### config.mk
export PLATFORM = sky130hd
export DESIGN_NAME = rts_cts_flow
export DESIGN_NICKNAME = d
export VERILOG_FILES = /design/src/rtl/flow_pkg.sv /design/src/rtl/flow_datapath.sv /design/src/rtl/flow_control.sv /design/src/rtl/rts_cts_flow.sv
export SDC_FILE = /design/constraint.sdc
export NUM_CORES = 1
export LEC_CHECK = 0
export ABC_AREA = 1
export BUFFER_PORTS_ARGS = -buffer_cell sky130_fd_sc_hd__buf_2
export CAP_MARGIN = 20
export CORE_AREA = 2 2 39 41
export DETAILED_ROUTE_END_ITERATION = 7
export DIE_AREA = 0 0 41 43
export PLACE_DENSITY_LB_ADDON = 0.12
export SYNTH_ARGS = -nofsm -noshare
export SYNTH_HDL_FRONTEND = slang
export SYNTH_SLANG_ARGS = --single-unit
### constraint.sdc
create_clock -name clk -period 1.3 [get_ports clk]
set_input_delay 0.195 -clock clk [delete_from_list [all_inputs] [get_ports clk]]
set_output_delay 0.195 -clock clk [all_outputs]
set_load 0.01 [all_outputs]
### src/rtl/flow_pkg.sv
package flow_pkg;
  typedef struct packed {
    logic chgSet;   // record a CTS level change
    logic chgClr;   // drop the sticky change flag
    logic fullSet;  // DMA reports receive buffer full
    logic fullClr;  // fresh receive buffer allocated
  } flowStrobe_t;
endpackage

### src/rtl/flow_datapath.sv
module flow_datapath
  import flow_pkg::*;
#(
  parameter int SYNC_STAGES = 2
) (
  input  logic        clk,
  input  logic        rstN,
  input  logic        ctsIn,
  input  flowStrobe_t strb,
  output logic        ctsSync,
  output logic        ctsEdge,
  output logic        bufFull,
  output logic        chgFlag
);
  localparam int LAST = SYNC_STAGES - 1;

  logic [LAST:0] syncQ;
  logic          ctsPrev;

  generate
    if (SYNC_STAGES < 2) begin : g_bad
      initial $error("SYNC_STAGES must be at least 2");
    end
  endgenerate

  always_ff @(posedge clk or negedge rstN) begin
    if (!rstN) syncQ <= '0;
    else       syncQ <= {syncQ[LAST-1:0], ctsIn};
  end

  assign ctsSync = syncQ[LAST];

  always_ff @(posedge clk or negedge rstN) begin
    if (!rstN) ctsPrev <= 1'b0;
    else       ctsPrev <= ctsSync;
  end

  assign ctsEdge = ctsSync ^ ctsPrev;

  // set has priority over clear for both flags
  always_ff @(posedge clk or negedge rstN) begin
    if (!rstN)             bufFull <= 1'b0;
    else if (strb.fullSet) bufFull <= 1'b1;
    else if (strb.fullClr) bufFull <= 1'b0;
  end

  always_ff @(posedge clk or negedge rstN) begin
    if (!rstN)            chgFlag <= 1'b0;
    else if (strb.chgSet) chgFlag <= 1'b1;
    else if (strb.chgClr) chgFlag <= 1'b0;
  end

  p_full_set_r3: assert property (@(posedge clk) disable iff (!rstN)
    strb.fullSet |=> bufFull);
  p_full_clr_r4: assert property (@(posedge clk) disable iff (!rstN)
    (strb.fullClr && !strb.fullSet) |=> !bufFull);
  p_chg_set_r7: assert property (@(posedge clk) disable iff (!rstN)
    strb.chgSet |=> chgFlag);
  p_chg_hold_r6: assert property (@(posedge clk) disable iff (!rstN)
    (chgFlag && !strb.chgClr) |=> chgFlag);
endmodule

### src/rtl/flow_control.sv
module flow_control
  import flow_pkg::*;
#(
  parameter int               MODE_W  = 4,
  parameter logic [MODE_W-1:0] HS_CODE = 4'h2
) (
  input  logic              clk,
  input  logic              rstN,
  input  logic [MODE_W-1:0] modeSel,
  input  logic              rxEnable,
  input  logic              bufFullSet,
  input  logic              bufFullClr,
  input  logic              staReset,
  input  logic              txReq,
  input  logic              bitTick,
  input  logic              txBusy,
  input  logic              ctsIrqEn,
  input  logic              ctsSync,
  input  logic              ctsEdge,
  input  logic              bufFull,
  input  logic              chgFlag,
  output flowStrobe_t       strb,
  output logic              rtsOut,
  output logic              txGrant,
  output logic              ctsIrq
);
  logic hsMode;
  logic ctsHold;

  assign hsMode  = (modeSel == HS_CODE);
  assign ctsHold = hsMode & ctsSync;

  always_comb begin
    strb         = '0;
    strb.chgSet  = ctsEdge;
    strb.chgClr  = staReset;
    strb.fullSet = bufFullSet;
    strb.fullClr = bufFullClr;
  end

  assign rtsOut  = hsMode & (~rxEnable | bufFull);
  assign txGrant = txReq & bitTick & ~txBusy & ~ctsHold;
  assign ctsIrq  = chgFlag & ctsIrqEn;

  p_mode_off_r1: assert property (@(posedge clk) disable iff (!rstN)
    !hsMode |-> !rtsOut);
  p_cts_block_r5: assert property (@(posedge clk) disable iff (!rstN)
    (hsMode && ctsSync) |-> !txGrant);
  p_busy_block_r5: assert property (@(posedge clk) disable iff (!rstN)
    txBusy |-> !txGrant);
endmodule

### src/rtl/rts_cts_flow.sv
module rts_cts_flow
  import flow_pkg::*;
#(
  parameter int               MODE_W      = 4,
  parameter logic [MODE_W-1:0] HS_CODE     = 4'h2,
  parameter int               SYNC_STAGES = 2
) (
  input  logic              clk,
  input  logic              rstN,
  input  logic [MODE_W-1:0] modeSel,
  input  logic              rxEnable,
  input  logic              bufFullSet,
  input  logic              bufFullClr,
  input  logic              ctsIn,
  output logic              rtsOut,
  input  logic              txReq,
  input  logic              bitTick,
  input  logic              txBusy,
  output logic              txGrant,
  input  logic              staReset,
  input  logic              ctsIrqEn,
  output logic              ctsChange,
  output logic              ctsIrq
);
  flowStrobe_t strb;
  logic ctsSync, ctsEdge, bufFull, chgFlag;

  flow_datapath #(.SYNC_STAGES(SYNC_STAGES)) i_dp (
    .clk(clk), .rstN(rstN), .ctsIn(ctsIn), .strb(strb),
    .ctsSync(ctsSync), .ctsEdge(ctsEdge), .bufFull(bufFull), .chgFlag(chgFlag)
  );

  flow_control #(.MODE_W(MODE_W), .HS_CODE(HS_CODE)) i_ctl (
    .clk(clk), .rstN(rstN), .modeSel(modeSel), .rxEnable(rxEnable),
    .bufFullSet(bufFullSet), .bufFullClr(bufFullClr), .staReset(staReset),
    .txReq(txReq), .bitTick(bitTick), .txBusy(txBusy), .ctsIrqEn(ctsIrqEn),
    .ctsSync(ctsSync), .ctsEdge(ctsEdge), .bufFull(bufFull), .chgFlag(chgFlag),
    .strb(strb), .rtsOut(rtsOut), .txGrant(txGrant), .ctsIrq(ctsIrq)
  );

  assign ctsChange = chgFlag;
endmodule

==> results of run 1 <==
[final cells by class]
class	count	area share [%]
repair buffers	19	28.07
inverters	5	5.263
clock buffers	4	7.368
flip-flops and latches	5	35.09
multi-input cells	12	18.60
well taps	16	5.614
[layout by cell type, fill, tap and decap left out]
| cell type | netlist | final |
|---|---|---|
| sky130_fd_sc_hd__o21ai_0 | 1 | 1 |
| sky130_fd_sc_hd__clkbuf_4 | 0 | 3 |
| sky130_fd_sc_hd__nand2_1 | 4 | 4 |
| sky130_fd_sc_hd__xnor2_1 | 1 | 1 |
| sky130_fd_sc_hd__dlygate4sd3_1 | 0 | 1 |
| sky130_fd_sc_hd__nor2_1 | 1 | 1 |
| sky130_fd_sc_hd__a21oi_2 | 1 | 1 |
| sky130_fd_sc_hd__o21bai_1 | 1 | 1 |
| sky130_fd_sc_hd__dfrtp_1 | 5 | 5 |
| sky130_fd_sc_hd__inv_1 | 5 | 5 |
| sky130_fd_sc_hd__buf_2 | 0 | 18 |
| sky130_fd_sc_hd__nand3_1 | 1 | 1 |
| sky130_fd_sc_hd__nor2_2 | 2 | 2 |
| sky130_fd_sc_hd__clkbuf_1 | 0 | 1 |
[worst register-to-register path, delay by kind of cell, from the launching register on]
kind,cells,cell delay (ps)
XOR/XNOR,1,150
flip-flops,1,400
AO/OA/AOI/OAI,1,100
[registers in the layout, summed over array words and instances (netlist names)]
| name | cells |
|---|---|
| i_dp.syncQ | 2 |
| i_dp.ctsPrev | 1 |
| i_dp.bufFull | 1 |
| i_dp.chgFlag | 1 |
[cells by family (layout without fill, tap and decap cells)]
logic type	count (synthesis)	in the layout	synth area share, %
buffers and inverters	5	28	8.930
flip-flops	5	5	59.52
AND/OR/NAND/NOR	8	8	17.25
AO/OA/AOI/OAI	3	3	10.12
XOR/XNOR	1	1	4.167
[routing by layer]
layer | vias to the layer above | GRT usage (%) | part of all wire, %
met5 | - | 0 | 0
met4 | 0 | 2.000 | 0
met3 | 0 | 6.283 | 9.1
met2 | 8 | 7.500 | 52
met1 | 89 | 7.492 | 39
li1 | 111 | - | -
[what timing repair did]
action                    CTS  global route
hold endpoints to repair    5             0
setup buffers               0             0
hold buffers                1             0
[Yosys cell counts, drive strengths merged]
| master | instances |
|---|---|
| xnor2 | 1 |
| nand2 | 4 |
| dfrtp | 5 |
| inv | 5 |
| o21bai | 1 |
| nand3 | 1 |
| o21ai | 1 |
| nor2 | 3 |
| a21oi | 1 |
[stage by stage]
| stage | hold WS, ps | area, µm² | setup slack (ps) | power, W |
|---|---|---|---|---|
| final | 65.26 | 356.6 | 170.8 | 0.0004003 |
| after global routing | 56.13 | 356.6 | 109.6 | 0.0004336 |
| after CTS | 54.72 | 356.6 | 146.5 | 0.0004129 |
| after detailed placement | 13.44 | 320.3 | 399.8 | 0.0002290 |
| after global placement | 11.92 | 320.3 | 409.8 | 0.0002271 |
| after floorplan | -100.6 | 210.2 | 526.6 | 0.0001947 |
[where the power goes]
group | internal (W) | switching (W) | total (W)
registers | 0.000167 | 0.00000564 | 0.000172
logic | 0.0000308 | 0.0000245 | 0.0000553
clock network | 0.000116 | 0.0000570 | 0.000173
[worst max path at each step]
stage	from	endpoint	slack, ps	depth (start not counted)
final	i_dp.syncQ[1]$_DFF_PN0_	txGrant	170	4
after global routing	i_dp.syncQ[1]$_DFF_PN0_	txGrant	110	4
after CTS	i_dp.syncQ[1]$_DFF_PN0_	txGrant	150	4
after detailed placement	modeSel[3]	rtsOut	400	5
after global placement	modeSel[2]	txGrant	410	6
after floorplan	i_dp.syncQ[1]$_DFF_PN0_	txGrant	530	3
==> parameters.txt, run 1 <==
Parameter                              Value

Logic synthesis
  Number of warnings printed during yosys synthesis    0
  Post-Synthesis Mean Instance Area    9.555 µm²
  Count of distinct cell types in the synthesized netlist    10
  Cell types with the largest area share after synthesis    sky130_fd_sc_hd__dfrtp_1, sky130_fd_sc_hd__inv_1, sky130_fd_sc_hd__nand2_1
  Synthesized cell area    210.2 µm²
  Sequential cell area fraction in the yosys report    about 60%
  Dominant cell type by area after synthesis    sky130_fd_sc_hd__dfrtp_1
  Synth Register Bits    5
  Number of nets in the synthesized netlist    37
  Post-synthesis cell count    22
  Proportion of netlist area held by the largest area contributor    approximately three fifths

Cells and area
  Total number of nets in the final design    61
  Area used by multi-input combinational logic    66.31 µm²
  Number of fill cells in the layout    160
  P&R area growth vs syn    69.64%
  Number of inserted diodes    0
  Post-route insts no fill    between 60 and 70
  Sequential Area    approximately 130 µm²
  Fraction of final layout cells with drive strength greater than 1    53.33%
  Core Util, Final    25.77%

Timing
  Post-layout min period    1129 ps
  Transition time of the tightest slew-check pin    147.4 ps
  Slew Viols, Final    0
  Total Negative Setup Slacks    0 ps
  Unrepaired setup endpoints after global routing    no
  Max-slew headroom    about nine tenths
  Worst clock skew    2.774 ps
  Setup violation total in the final timing report    0
  Hold Fails Final Rpt    0
  Peak clock frequency supported by timing    0.8855 GHz
  Final Cycle Share    86.86%

Setup path
  Crit path max fanout    3
  Critical path cell sequence    nand3_1 > nand2_1 > inv_1 > buf_2
  Worst Path Required    1110 ps
  Data arrival time of the worst path    around 930 ps
  Critical R2R Capture    i_dp.chgFlag$_DFFE_PN0P_
  Cell with the largest stage delay on the worst path    sky130_fd_sc_hd__dfrtp_1
  Kind of cell adding the most delay to the critical path    flip-flops
  R2R depth    2
  Reg2reg setup slack    520 ps
  Delay contributed by the slowest stage of the critical path    400 ps
  Bufs and invs on worst path    2
  Crit path kind    reg2out
  Worst flop-to-flop path startpoint    i_dp.syncQ[1]$_DFF_PN0_
  Type of element launching the critical path    flip-flop
  Endpoint type of the worst setup path    output pin

Hold path
  Hold wc startpoint    ctsIn
  Worst hold stages    1
  Hold Path Class    in2reg
  End of the worst hold path    i_dp.syncQ[0]$_DFF_PN0_

Drt
  Iteration-0 DRC count of the detailed router    2
  Post-route DRC violation count    0
  Average routed wire per standard cell    6.820 µm
  Final ANT Viol Nets    0
  Count of TritonRoute iterations in the first routing pass    2
  Sum of routed wire length over all layers    416 µm
  Total number of vias    208
  Detailed-route vias per instance    3.410

Clock tree
  Clock insertion delay at the later pin of the skew report    about 240 ps
  Number of gates given a new drive strength after cts    0
  Max H-tree Level    1
  Number of buffers created by CTS    3
  TritonCTS clock tree    yes
  Clock-pin slew reported for the worst setup and hold paths after clock tree synthesis    40 ps
  # clock sinks    5
  Max Buffers Root-to-Sink    2
  Cell chosen for the clock root    sky130_fd_sc_hd__clkbuf_4

Place
  Placed instance count    56
  Final GP Congestion    roughly 0.55
  Post-detailed-placement half-perimeter wirelength    364.2 µm
  Number of port buffers    18

GRT
  Global-route usage over all layers    under 10%
  Global-route wire length before repair    690 µm
  Antenna violations before repair    0
  Maximum number of pins on one net before global-route repair    6
  Grt total ovfl    0
  Number of global-route vias before repair    roughly 170

Floorplan
  Area of the core region    1384 µm²
  Number of placed I/O pins    19
  Number of placement rows    14
  Total die area    roughly 1800 µm²
  Die span in x    41 µm
  Initial cell density of the core    15.19%
  Die Ht    about 43 µm

Power and ir drop
  Power density over cell area    1123 nW/µm²
  Maximum vdd ir drop    534.8 µV
  Leakage power summed over all cells    0.2060 nW

Job
  Number of max-capacitance violations reported    0

Outcome
  Status    finished clean
No activity file was read; power rests on OpenSTA's default activity.
==> run 2: changes to the inputs <==
--- a/config.mk
+++ b/config.mk
@@ -7,3 +7,3 @@
 export LEC_CHECK = 0
-export ABC_AREA = 1
+export ABC_AREA = 0
 export BUFFER_PORTS_ARGS = -buffer_cell sky130_fd_sc_hd__buf_2
@@ -14,2 +14,3 @@
 export PLACE_DENSITY_LB_ADDON = 0.12
+export REMOVE_ABC_BUFFERS = 1
 export SYNTH_ARGS = -nofsm -noshare
==> constraint.sdc (replaced) <==
create_clock -name clk -period 1.3 [get_ports clk]
set_input_delay 0 -clock clk [delete_from_list [all_inputs] [get_ports clk]]
set_output_delay 0 -clock clk [all_outputs]
set_load 0.01 [all_outputs]
==> run 2 against run 1 <==
- critical path depth fell by 1
- clock skew rose by 5.0 ps
- sequential share of layout area shrank 2.2 points
- critical path type is now reg2reg
- critical endpoint is now i_dp.bufFull$_DFFE_PN0P_
- largest power group unchanged
==> parameters.txt, run 2 <==
Parameter                              Value

Cells and area
  Total number of nets in the final design    58
  Number of fill cells in the layout    157
  Number of flip-flops in the largest register    2
  Sequential Area    125.1 µm²
  Number of inserted diodes    0
  Area used by multi-input combinational logic    a little over 60 µm²
  Commonest cells after routing, fill and taps aside    sky130_fd_sc_hd__buf_2, sky130_fd_sc_hd__dlygate4sd3_1, sky130_fd_sc_hd__dfrtp_1
  Register with the highest flop count    i_dp.syncQ
  Fin area    around 380 µm²
  Fraction of final layout cells with drive strength greater than 1    between 50% and 60%
  Most frequent standard cell in the layout excluding fill and tap cells    sky130_fd_sc_hd__buf_2
  P&R area growth vs syn    96.13%

Clock tree
  Cell chosen for the clock root    sky130_fd_sc_hd__clkbuf_4
  Number of buffers created by CTS    3
  Clock insertion delay at the later pin of the skew report    240 ps
  Buffer count from post-CTS setup fixing    0
  Clock-pin slew reported for the worst setup and hold paths after clock tree synthesis    50 ps
  # clock sinks    5
  Max H-tree Level    1
  TritonCTS clock tree    yes
  Max Buffers Root-to-Sink    2

Floorplan
  Total die area    1763 µm²
  Initial cell density of the core    14.01%
  Die Ht    43 µm
  Area of the core region    1384 µm²
  Die span in x    around 40 µm
  Number of placed I/O pins    19
  Number of placement rows    14

Logic synthesis
  Number of warnings printed during yosys synthesis    0
  Post-synthesis cell count    15
  Most frequent cell after synthesis    sky130_fd_sc_hd__dfrtp_1
  Count of distinct cell types in the synthesized netlist    10
  Post-synthesis async set-or-reset flop share    100.0%
  Sequential cell area fraction in the yosys report    64.52%
  Proportion of netlist area held by the largest area contributor    64.52%
  Leading cell types by count after synthesis    sky130_fd_sc_hd__dfrtp_1, sky130_fd_sc_hd__inv_1
  Prevailing post-synth register cell    sky130_fd_sc_hd__dfrtp_1
  Post-Synthesis Mean Instance Area    12.93 µm²
  Synthesized cell area    193.9 µm²
  Number of enable-type register cells in the synthesized netlist    0
  Cell types with the largest area share after synthesis    sky130_fd_sc_hd__dfrtp_1, sky130_fd_sc_hd__nor4b_2, sky130_fd_sc_hd__xnor2_1
  Dominant cell type by area after synthesis    sky130_fd_sc_hd__dfrtp_1
  Synth Register Bits    5

Timing
  Worst clock skew    7.746 ps
  Final Cycle Share    87.81%
  Unrepaired setup endpoints after global routing    no
  Transition time of the tightest slew-check pin    between 200 and 300 ps
  Total Negative Setup Slacks    0 ps
  Max-slew headroom    83.28%
  Setup violation total in the final timing report    0
  Hold Fails Final Rpt    0
  Slew Viols, Final    0
  Peak clock frequency supported by timing    about 0.88 GHz
  Post-layout min period    1141 ps

Hold path
  Hold Path Class    in2async

Drt
  Sum of routed wire length over all layers    ~440 µm
  Count of TritonRoute iterations in the first routing pass    1
  Final ANT Viol Nets    0
  Average routed wire per standard cell    about 7.6 µm
  Met3 wire len    approximately 61 µm
  Iteration-0 DRC count of the detailed router    0
  Highest signal layer in the routed design    met3
  Met1 Wirelength    153 µm
  Post-route DRC violation count    0
  Total number of vias    208
  Detailed-route vias per instance    3.586
  DR WL met2    224 µm

GRT
  Antenna violations before repair    0
  Grt total ovfl    0
  Global-route usage over all layers    under 10%
  Maximum number of pins on one net before global-route repair    6
  Global-route wire length before repair    759 µm
  Number of global-route vias before repair    213

Setup path
  Critical path cell sequence    inv_1 > o21bai_1 > dlygate4sd3_1
  Crit path kind    reg2reg
  Data arrival time of the worst path    1250 ps
  Type of element launching the critical path    flip-flop
  Worst Path Required    1410 ps
  Crit path max fanout    2
  Cell with the largest stage delay on the worst path    sky130_fd_sc_hd__dlygate4sd3_1
  Endpoint type of the worst setup path    flip-flop
  Delay contributed by the slowest stage of the critical path    550 ps

Place
  Number of port buffers    18
  Cell Area, Placed    304.0 µm²
  Post-detailed-placement half-perimeter wirelength    375.1 µm
  Final GP Congestion    ~0.54

Power and ir drop
  Leakage power summed over all cells    0.1958 nW
  Power density over cell area    1068 nW/µm²
  Maximum vdd ir drop    740.5 µV

Outcome
  Status    finished clean

Job
  Number of max-capacitance violations reported    0
==> run 2: final cells by class <==
cell class / count / share of cell area [%]
timing repair buffer: 23 / 36.84
sequential: 5 / 32.89
multi-input combinational: 8 / 16.12
clock buffer: 4 / 6.908
tap: 16 / 5.263
inverter: 2 / 1.974
==> run 2: where the power goes <==
group          internal, W  total [W]  switching (W)
Clock             0.000116   0.000173      0.0000577
Combinational    0.0000388  0.0000612      0.0000223
Sequential        0.000167   0.000172     0.00000492
==> run 2: routing by layer <==
layer	track usage [%]	up-vias
met5	0	-
met4	2.000	0
met3	7.853	0
met2	10.00	11
met1	5.902	92
li1	-	105
==> run 2: what timing repair did <==
item	4_1_cts	5_1_grt
resized for setup	0	0
endpoints found under the hold margin	8	0
hold buffers	5	0
==> run 2: cells by family (layout without fill, tap and decap cells) <==
logic type / after synthesis / count (layout) / share of synthesized area, %
AO/OA/AOI/OAI: 4 / 4 / 14.20
XOR/XNOR: 1 / 1 / 4.517
buffers and inverters: 2 / 29 / 3.872
flip-flops: 5 / 5 / 64.52
AND/OR/NAND/NOR: 3 / 3 / 12.90
==> run 2: final timing paths <==
| check | from | endpoint | slack (ps) | cells after the start |
|---|---|---|---|---|
| max reg2reg | i_dp.bufFull$_DFFE_PN0P_ | i_dp.bufFull$_DFFE_PN0P_ | 160 | 3 |
| max in group asynchronous | rstN | i_dp.syncQ[0]$_DFF_PN0_ | 1050 | 2 |
| min reg2reg | i_dp.syncQ[0]$_DFF_PN0_ | i_dp.syncQ[1]$_DFF_PN0_ | 330 | 0 |
| min in group clk | txBusy | txGrant | 240 | 3 |
| min | rstN | i_dp.chgFlag$_DFFE_PN0P_ | 110 | 2 |
| max | i_dp.bufFull$_DFFE_PN0P_ | i_dp.bufFull$_DFFE_PN0P_ | 160 | 3 |
==> run 2: worst max-delay path: cells and delay by family, from the launching register on <==
kind,cells,cell delay [ps]
buf+inv,2,620
flops,1,350
compound gates,1,60
==> run 2: metrics by stage <==
step	hold WS, ps	power (W)	util [%]	std cells	setup WS (ps)
2_1_floorplan	-295.6	0.0001907	-	15	576.7
3_3_place_gp	-183.2	0.0002229	21.97	49	547.4
3_5_place_dp	-179.0	0.0002245	21.97	49	525.5
4_1_cts	99.02	0.0004171	27.49	58	148.3
5_1_grt	123.1	0.0004421	27.49	58	98.29
6_report	108.7	0.0004061	27.49	58	158.5
